`src/rtl/rxpol_pkg.sv`:
```
package rxpol_pkg;
  typedef enum logic [1:0] {
    ST_ARMED = 2'd0,
    ST_PROV  = 2'd1,
    ST_LOCK  = 2'd2
  } pol_state_e;
endpackage

```
`src/rtl/lp_run_tracker.sv`:
```
module lp_run_tracker #(
  parameter int RUN_LEN = 5
) (
  input  logic clk,
  input  logic rst_n,
  input  logic clr,
  input  logic pulse_stb,
  input  logic pulse_neg,
  output logic run_full,
  output logic run_neg
);
  localparam int CNT_W = $clog2(RUN_LEN + 1);
  localparam logic [CNT_W-1:0] CNT_MAX = CNT_W'(RUN_LEN);

  logic [CNT_W-1:0] run_cnt;
  logic             last_neg;

  always_ff @(posedge clk or negedge rst_n) begin
    if (!rst_n) begin
      run_cnt  <= '0;
      last_neg <= 1'b0;
    end else if (clr) begin
      run_cnt  <= '0;
      last_neg <= 1'b0;
    end else if (pulse_stb) begin
      last_neg <= pulse_neg;
      if (run_cnt != '0 && pulse_neg == last_neg) begin
        if (run_cnt != CNT_MAX) run_cnt <= run_cnt + 1'b1;
      end else begin
        run_cnt <= CNT_W'(1);
      end
    end
  end

  assign run_full = (run_cnt == CNT_MAX);
  assign run_neg  = last_neg;
endmodule

```
`src/rtl/pol_decider.sv`:
```
module pol_decider
  import rxpol_pkg::*;
(
  input  logic       clk,
  input  logic       rst_n,
  input  logic       dis,
  input  logic       link_pass,
  input  logic       eop_stb,
  input  logic       eop_valid,
  input  logic       eop_neg,
  input  logic       run_full,
  input  logic       run_neg,
  output logic       target,
  output logic       locked,
  output logic       link_q
);
  pol_state_e state_q, state_d;
  logic       target_d;
  logic       entering;
  logic       good_eop;

  assign entering = link_pass && !link_q;
  assign good_eop = eop_stb && eop_valid;

  always_comb begin
    state_d  = state_q;
    target_d = target;
    if (dis) begin
      state_d  = ST_ARMED;
      target_d = 1'b0;
    end else if (!link_pass) begin
      state_d = ST_ARMED;
    end else if (good_eop) begin
      unique case (state_q)
        ST_ARMED: begin
          target_d = eop_neg;
          state_d  = ST_PROV;
        end
        ST_PROV: begin
          if (eop_neg == target) state_d = ST_LOCK;
          else                   target_d = eop_neg;
        end
        default: ;
      endcase
    end else if (entering && run_full && state_q == ST_ARMED) begin
      target_d = run_neg;
    end
  end

  always_ff @(posedge clk or negedge rst_n) begin
    if (!rst_n) begin
      state_q <= ST_ARMED;
      target  <= 1'b0;
      link_q  <= 1'b0;
    end else begin
      state_q <= state_d;
      target  <= target_d;
      link_q  <= link_pass;
    end
  end

  assign locked = (state_q == ST_LOCK);
endmodule

```
`src/rtl/invert_gate.sv`:
```
module invert_gate (
  input  logic clk,
  input  logic rst_n,
  input  logic dis,
  input  logic frame_active,
  input  logic target,
  output logic invert
);
  always_ff @(posedge clk or negedge rst_n) begin
    if (!rst_n)             invert <= 1'b0;
    else if (dis)           invert <= 1'b0;
    else if (!frame_active) invert <= target;
  end
endmodule

```
`src/rtl/rxpol_corrector.sv`:
```
module rxpol_corrector #(
  parameter int RUN_LEN = 5
) (
  input  logic clk,
  input  logic rst_n,
  input  logic pol_dis,
  input  logic link_pass,
  input  logic lp_stb,
  input  logic lp_neg,
  input  logic eop_stb,
  input  logic eop_valid,
  input  logic eop_neg,
  input  logic rx_busy,
  output logic rx_invert,
  output logic pol_ok_n
);
  logic run_full, run_neg;
  logic target, locked, link_q;
  logic run_clr;

  assign run_clr = pol_dis || link_pass;

  lp_run_tracker #(.RUN_LEN(RUN_LEN)) u_run (
    .clk       (clk),
    .rst_n     (rst_n),
    .clr       (run_clr),
    .pulse_stb (lp_stb),
    .pulse_neg (lp_neg),
    .run_full  (run_full),
    .run_neg   (run_neg)
  );

  pol_decider u_dec (
    .clk       (clk),
    .rst_n     (rst_n),
    .dis       (pol_dis),
    .link_pass (link_pass),
    .eop_stb   (eop_stb),
    .eop_valid (eop_valid),
    .eop_neg   (eop_neg),
    .run_full  (run_full),
    .run_neg   (run_neg),
    .target    (target),
    .locked    (locked),
    .link_q    (link_q)
  );

  invert_gate u_gate (
    .clk          (clk),
    .rst_n        (rst_n),
    .dis          (pol_dis),
    .frame_active (rx_busy),
    .target       (target),
    .invert       (rx_invert)
  );

  assign pol_ok_n = rx_invert;
endmodule

```
`config.mk`:
```
export PLATFORM = sky130hd
export DESIGN_NAME = rxpol_corrector
export DESIGN_NICKNAME = d
export VERILOG_FILES = /design/src/rtl/rxpol_pkg.sv /design/src/rtl/lp_run_tracker.sv /design/src/rtl/pol_decider.sv /design/src/rtl/invert_gate.sv /design/src/rtl/rxpol_corrector.sv
export SDC_FILE = /design/constraint.sdc
export NUM_CORES = 1
export LEC_CHECK = 0
export BUFFER_PORTS_ARGS = -buffer_cell sky130_fd_sc_hd__buf_2
export CAP_MARGIN = 0
export CORE_MARGIN = 1.5
export CORE_UTILIZATION = 35
export CTS_CLUSTER_DIAMETER = 120
export CTS_CLUSTER_SIZE = 12
export DETAILED_ROUTE_END_ITERATION = 10
export PLACE_DENSITY = 0.53
export REMOVE_ABC_BUFFERS = 1
export SETUP_SLACK_MARGIN = 0.02
export SYNTH_ARGS = -nofsm -noshare
export SYNTH_HDL_FRONTEND = slang
export SYNTH_SLANG_ARGS = --single-unit
```
`constraint.sdc`:
```
create_clock -name clk -period 2.62 [get_ports clk]
set_clock_uncertainty 0.1 [all_clocks]
set_input_delay 0.131 -clock clk [delete_from_list [all_inputs] [get_ports clk]]
set_output_delay 0.131 -clock clk [all_outputs]
set_load 0.01 [all_outputs]
```
Word level (Yosys, flattened, before mapping)
Cells that the tools add are included.
- bits in read-only memories: 0
- memory bits (writable): 0
- bits in registers: 9
- latch bits: 0
- word-level logic and storage cells: 53
- memories: 0
- output and inout port bits: 2
- $mul: 0
- reductions and logical operators: 15
- shifts and indexed selects: 0
- muxes and demuxes: 19
- add/subtract/negate cells: 1
- bitwise logic cells: 0
- order comparisons: 0
- eq/ne operators: 12
- div/mod/pow operators: 0
- operator list (operator ; number):
    $mux W3 ; 4
    $mux W1 ; 9
    $mux W2 ; 4
    $ne A4 B4 Y1 const B ; 2
    $ne A3 B3 Y1 const B ; 2
    $reduce_bool A3 Y1 ; 2
    $logic_and A1 B1 Y1 ; 5
    $ne A4 B2 Y1 const B ; 1
    $ne A4 B3 Y1 const B ; 1
    $pmux W2 S2 ; 1
    $reduce_and A4 Y1 ; 1
    $reduce_bool A2 Y1 ; 2
    $add A3 B1 Y3 const B ; 1
    $eq A3 B3 Y1 const B ; 1
    $ne A3 B2 Y1 const B ; 1
    $reduce_and A3 Y1 ; 1
    $eq A1 B1 Y1 ; 2
    $eq A2 B1 Y1 const B ; 1
    $logic_not A2 Y1 ; 1
    $ne A2 B2 Y1 const B ; 1
    $pmux W1 S2 ; 1
    $reduce_and A2 Y1 ; 1
    $logic_not A1 Y1 ; 1
    $logic_or A1 B1 Y1 ; 1

Logic depth before layout (Yosys ltp)
- depth after elaboration: 8
- gate-level depth with buffers: 5
- gate-level depth less buffers: 5

Hierarchy
Synthesis repeated with hierarchy kept, for this count alone.
- cells, all modules: 55
- area, all modules: 576.8 µm²
- modules (own cells, without submodules) (module ; area each (µm²) ; instances ; cells an instance):
    lp_run_tracker ; 286.5 ; 1 ; 28
    pol_decider ; 237.7 ; 1 ; 22
    invert_gate ; 38.8 ; 1 ; 3
    rxpol_corrector ; 13.8 ; 1 ; 2

Worst setup path after synthesis
OpenSTA, ideal clock, no wires.
- path kind: reg-to-reg
- from: reg u_run.run_cnt[1]
- to: reg u_dec.target
- setup time: 0.111 ns
- stages on the path, launching flop included: 6
- buffers on the path: 0
- path slack: 1.116 ns
- clock period less this slack: 1.504 ns
- data arrival time: 1.292 ns
- cells stage by stage: dfrtp_1 > inv_1 > ha_1 > and4bb_1 > mux2i_1 > a2111oi_2
- word-level cells in the longest chain between the ends: 5
- ends and longest elaborated chain (item ; RTL line ; RTL):
    start: declaration ; lp_run_tracker.sv:15 ; logic [CNT_W-1:0] run_cnt;
    start signal: assignment ; lp_run_tracker.sv:28 ; if (run_cnt != CNT_MAX) run_cnt <= run_cnt + 1'b1;
    $eq A3 B3 Y1 ; lp_run_tracker.sv:35 ; assign run_full = (run_cnt == CNT_MAX);
    $logic_and A1 B1 Y1 (2 in a row) ; pol_decider.sv:45 ; end else if (entering && run_full && state_q == ST_ARMED) begin
    $reduce_bool A3 Y1 (no line) ; -- ;
    $reduce_and A4 Y1 (no line) ; -- ;
    end signal: assignment ; pol_decider.sv:57 ; target <= target_d;
    end: declaration ; pol_decider.sv:13 ; output logic target,
Every way passes these cells.
A chain may end at the register's enable or synchronous reset.

Worst setup path after layout
Ends and elaborated chain as after synthesis.

==> metrics.md <==
| Metric | Value |
|---|---|
| Final #Nets | `81` |
| Fmax achieved | `0.619 GHz` |
| Worst-path cell chain | `inv_1 > ha_1 > and4bb_1 > mux2i_1 > a2111oi_2` |
| Chip Width | `42.4 µm` |
| Synth Register Bits | `9` |
| Die H | `about 42 µm` |
| Worst-Margin Slew | `345 ps` |
| Pre-CTS WS | `1010 ps` |
| Layout cell share with drive strength beyond 1 | `0.269` |
| Full die area | `1800 µm²` |
| Arrival time worst endpoint | `between 1500 and 2000 ps` |
| Buf/Inv on CP | `1` |
| Final Hold Viols | `0` |
| Post-synthesis sequential area ratio | `0.414` |
| Post-synth EDFFs | `0` |
| HPWL after DPL | `805 µm` |
| Top cells by area, synth | `dfrtp_1 41%, ha_1 6.9%, mux2i_1 5.5%` |
| # diodes | `0` |
| Synth Cell Area | `544 µm²` |
| Min-Delay Path Class | `in -> reg` |
| Max-slew headroom | `0.767` |
| Static leakage power | `0.000297 µW` |
| CTS tree | `yes` |
| CP endpoint kind | `flop` |
| Synth Instances | `51` |
| # H-tree levels | `1` |
| TNS Setup | `0 ps` |
| Area of the multi-input gates | `293 µm²` |
| Final worst setup slack | `1000 ps` |
| Area Overhead vs Synth | `20.9%` |
| Setup CP Type | `reg -> reg` |
| Outcome | `finished, final reports clean` |
| R2r worst-path depth | `5` |
| CTS max path bufs | `2` |
| Worst vdd ir | `0.000262 V` |
| Ys Warns | `0` |
| Via count | `about 430` |
| Fillers | `157` |
| Vias in the first global route | `431` |
| Critical path startpoint category | `flop` |
| Drt wl/cell | `12.4 µm` |
| Global route overflow | `0` |
| Initial core utilization | `0.370` |
| Top-area cell type share of the netlist area | `0.414` |
| Iteration-0 DRC count of the detailed router | `7` |
| CTS sink count | `9` |
| Reg-to-reg startpoint | `u_run.run_cnt[1]` |
| Total power | `between 200 and 300 µW` |
| Post-route DRC | `0` |
| Global-route wire length before repair | `1880 µm` |
| Worst hold path startpoint | `lp_stb` |
| GRT Resource Usage Total | `0.146` |
| Critical Path Stages | `5` |
| Site row count | `14` |
| Crit-path leading delay family | `flip-flops` |
| Hold_buf cts | `2` |
| Hold Crit Depth | `2` |
| Register-to-register setup slack | `1000 ps` |
| Number of gates resized after CTS | `0` |
| Critical path's slowest cell | `dfrtp_1` |
| RD Place Congestion | `about 0.84` |
| DRT Wirelength | `1030 µm` |
| Port Buf Inserts | `11` |
| Power per Cell Area | `~440 nW/µm²` |
| Req. time, crit path | `2670 ps` |
| Mean post-synth cell area | `10.7 µm²` |
| Routed Antenna Nets | `0` |
| I/O pins | `12` |
| Later-pin clock latency in the skew report | `around 260 ps` |
| Post-synth cell types | `26` |
| Hold Path End | `u_run.run_cnt[2]` |
| Max cap viols | `0` |
| CTS root buf | `clkbuf_4` |
| Number of buffers created by CTS | `3` |
| Vias per inst | `5.20` |
| Final Cycle Share | `0.616` |
| Core ar. | `1470 µm²` |
| Pin count of the biggest net entering global routing | `10` |
| Sequential cell area | `225 µm²` |
| Drt pass-1 iters | `2` |
| Count leader, synth | `dfrtp_1` |
| Synth top cells by count | `9 x dfrtp_1, 5 x inv_1` |
| Ys async rst share | `1.00` |
| Ys flop type | `dfrtp_1` |
| Yosys top cell by area | `dfrtp_1` |
| Worst-path clk slew | `~60 ps` |
| Slew Limit Fails | `0` |
| Capturing point of the worst reg2reg path | `u_dec.target` |
| Worst hold slack | `just over 30 ps` |
| CP peak stage delay | `390 ps` |
| Crit path max fanout | `5` |
| Setup-failing EPs final | `0` |
| Crit path time final | `1620 ps` |
| RSZ-0062 raised after global routing | `no` |
| Antenna violations before repair | `0` |
| Post-CTS setup buffer count | `0` |
[registers in the layout, indices dropped and copies added (netlist names)]
| signal | flops |
|---|---|
| u_gate.invert | 1 |
| u_dec.link_q | 1 |
| u_dec.state_q | 2 |
| u_run.run_neg | 1 |
| u_dec.target | 1 |
| u_run.run_cnt | 3 |
[worst register-to-register path, cell delays in order (launching register included)]
cell	delay, ps
dfrtp_1	390
inv_1	80
ha_1	230
and4bb_1	230
mux2i_1	130
a2111oi_2	360
[cell usage in the layout, fill, tap and decap left out]
master and instances:
or3_1 1, o31ai_1 2, mux2i_1 3, a2111oi_2 2
nand2_1 3, nand2b_2 1, and4bb_1 1, o211ai_1 1
xnor2_2 1, nand4_1 2, xor2_1 1, ha_1 3
a31oi_1 1, inv_1 5, dfrtp_1 9, nor3_1 1
a21boi_0 1, nor2_1 2, clkbuf_4 3, or3b_1 1
nor4b_1 1, clkbuf_1 1, o21a_1 1, buf_2 11
dlygate4sd3_1 2, nand2b_1 1, a311oi_1 2, a21oi_1 3
nor2b_1 1
[kinds of logic (layout without fill, tap and decap cells)]
group | count (synthesis) | in the layout | share of synthesized area
adder cells (fa/ha/maj) | 3 | 3 | 0.0690
buffers and inverters | 6 | 22 | 0.0483
AND/OR/NAND/NOR | 15 | 15 | 0.172
XOR/XNOR | 2 | 2 | 0.0460
multiplexers | 3 | 3 | 0.0552
AO/OA/AOI/OAI | 13 | 13 | 0.195
flip-flops | 9 | 9 | 0.414
[power breakdown]
part | switching, µW | internal [µW]
clock | 45.0 | 58.5
sequential | 3.33 | 143
combinational | 21.4 | 18.0
total | 69.7 | 219
[area by class of cell]
type                       instances  area share
clock buffer                       4      0.0399
inverter                           5      0.0285
multi-input combinational         36       0.445
sequential                         9       0.342
tap                               16      0.0304
timing repair buffer              13       0.114
[worst max path at each step]
stage	startpoint	to	slack, ps
2_1_floorplan	u_run.run_cnt[1]	u_dec.target	1120
3_3_place_gp	u_run.run_cnt[1]	u_dec.target	1060
3_5_place_dp	u_run.run_cnt[1]	u_dec.target	1010
4_1_cts	u_run.run_cnt[1]	u_dec.target	1000
5_1_grt	u_run.run_cnt[1]	u_dec.target	900
6_report	u_run.run_cnt[1]	u_dec.target	1000
[through the flow]
stage	area [µm²]	std cells	utilization
floorplan	537	50	-
global placement	612	77	0.416
detailed placement	612	77	0.416
CTS	658	83	0.447
global route	658	83	0.447
finish	658	83	0.447
[layer usage]
metal	GRT usage	wire length [µm]	share of wire
met2	0.206	479	0.46
met1	0.183	484	0.47
met3	0.0259	34	0.033
met5	0	0	0
met4	0.138	34	0.033
Note: power is estimated with default switching activity, not from simulation.
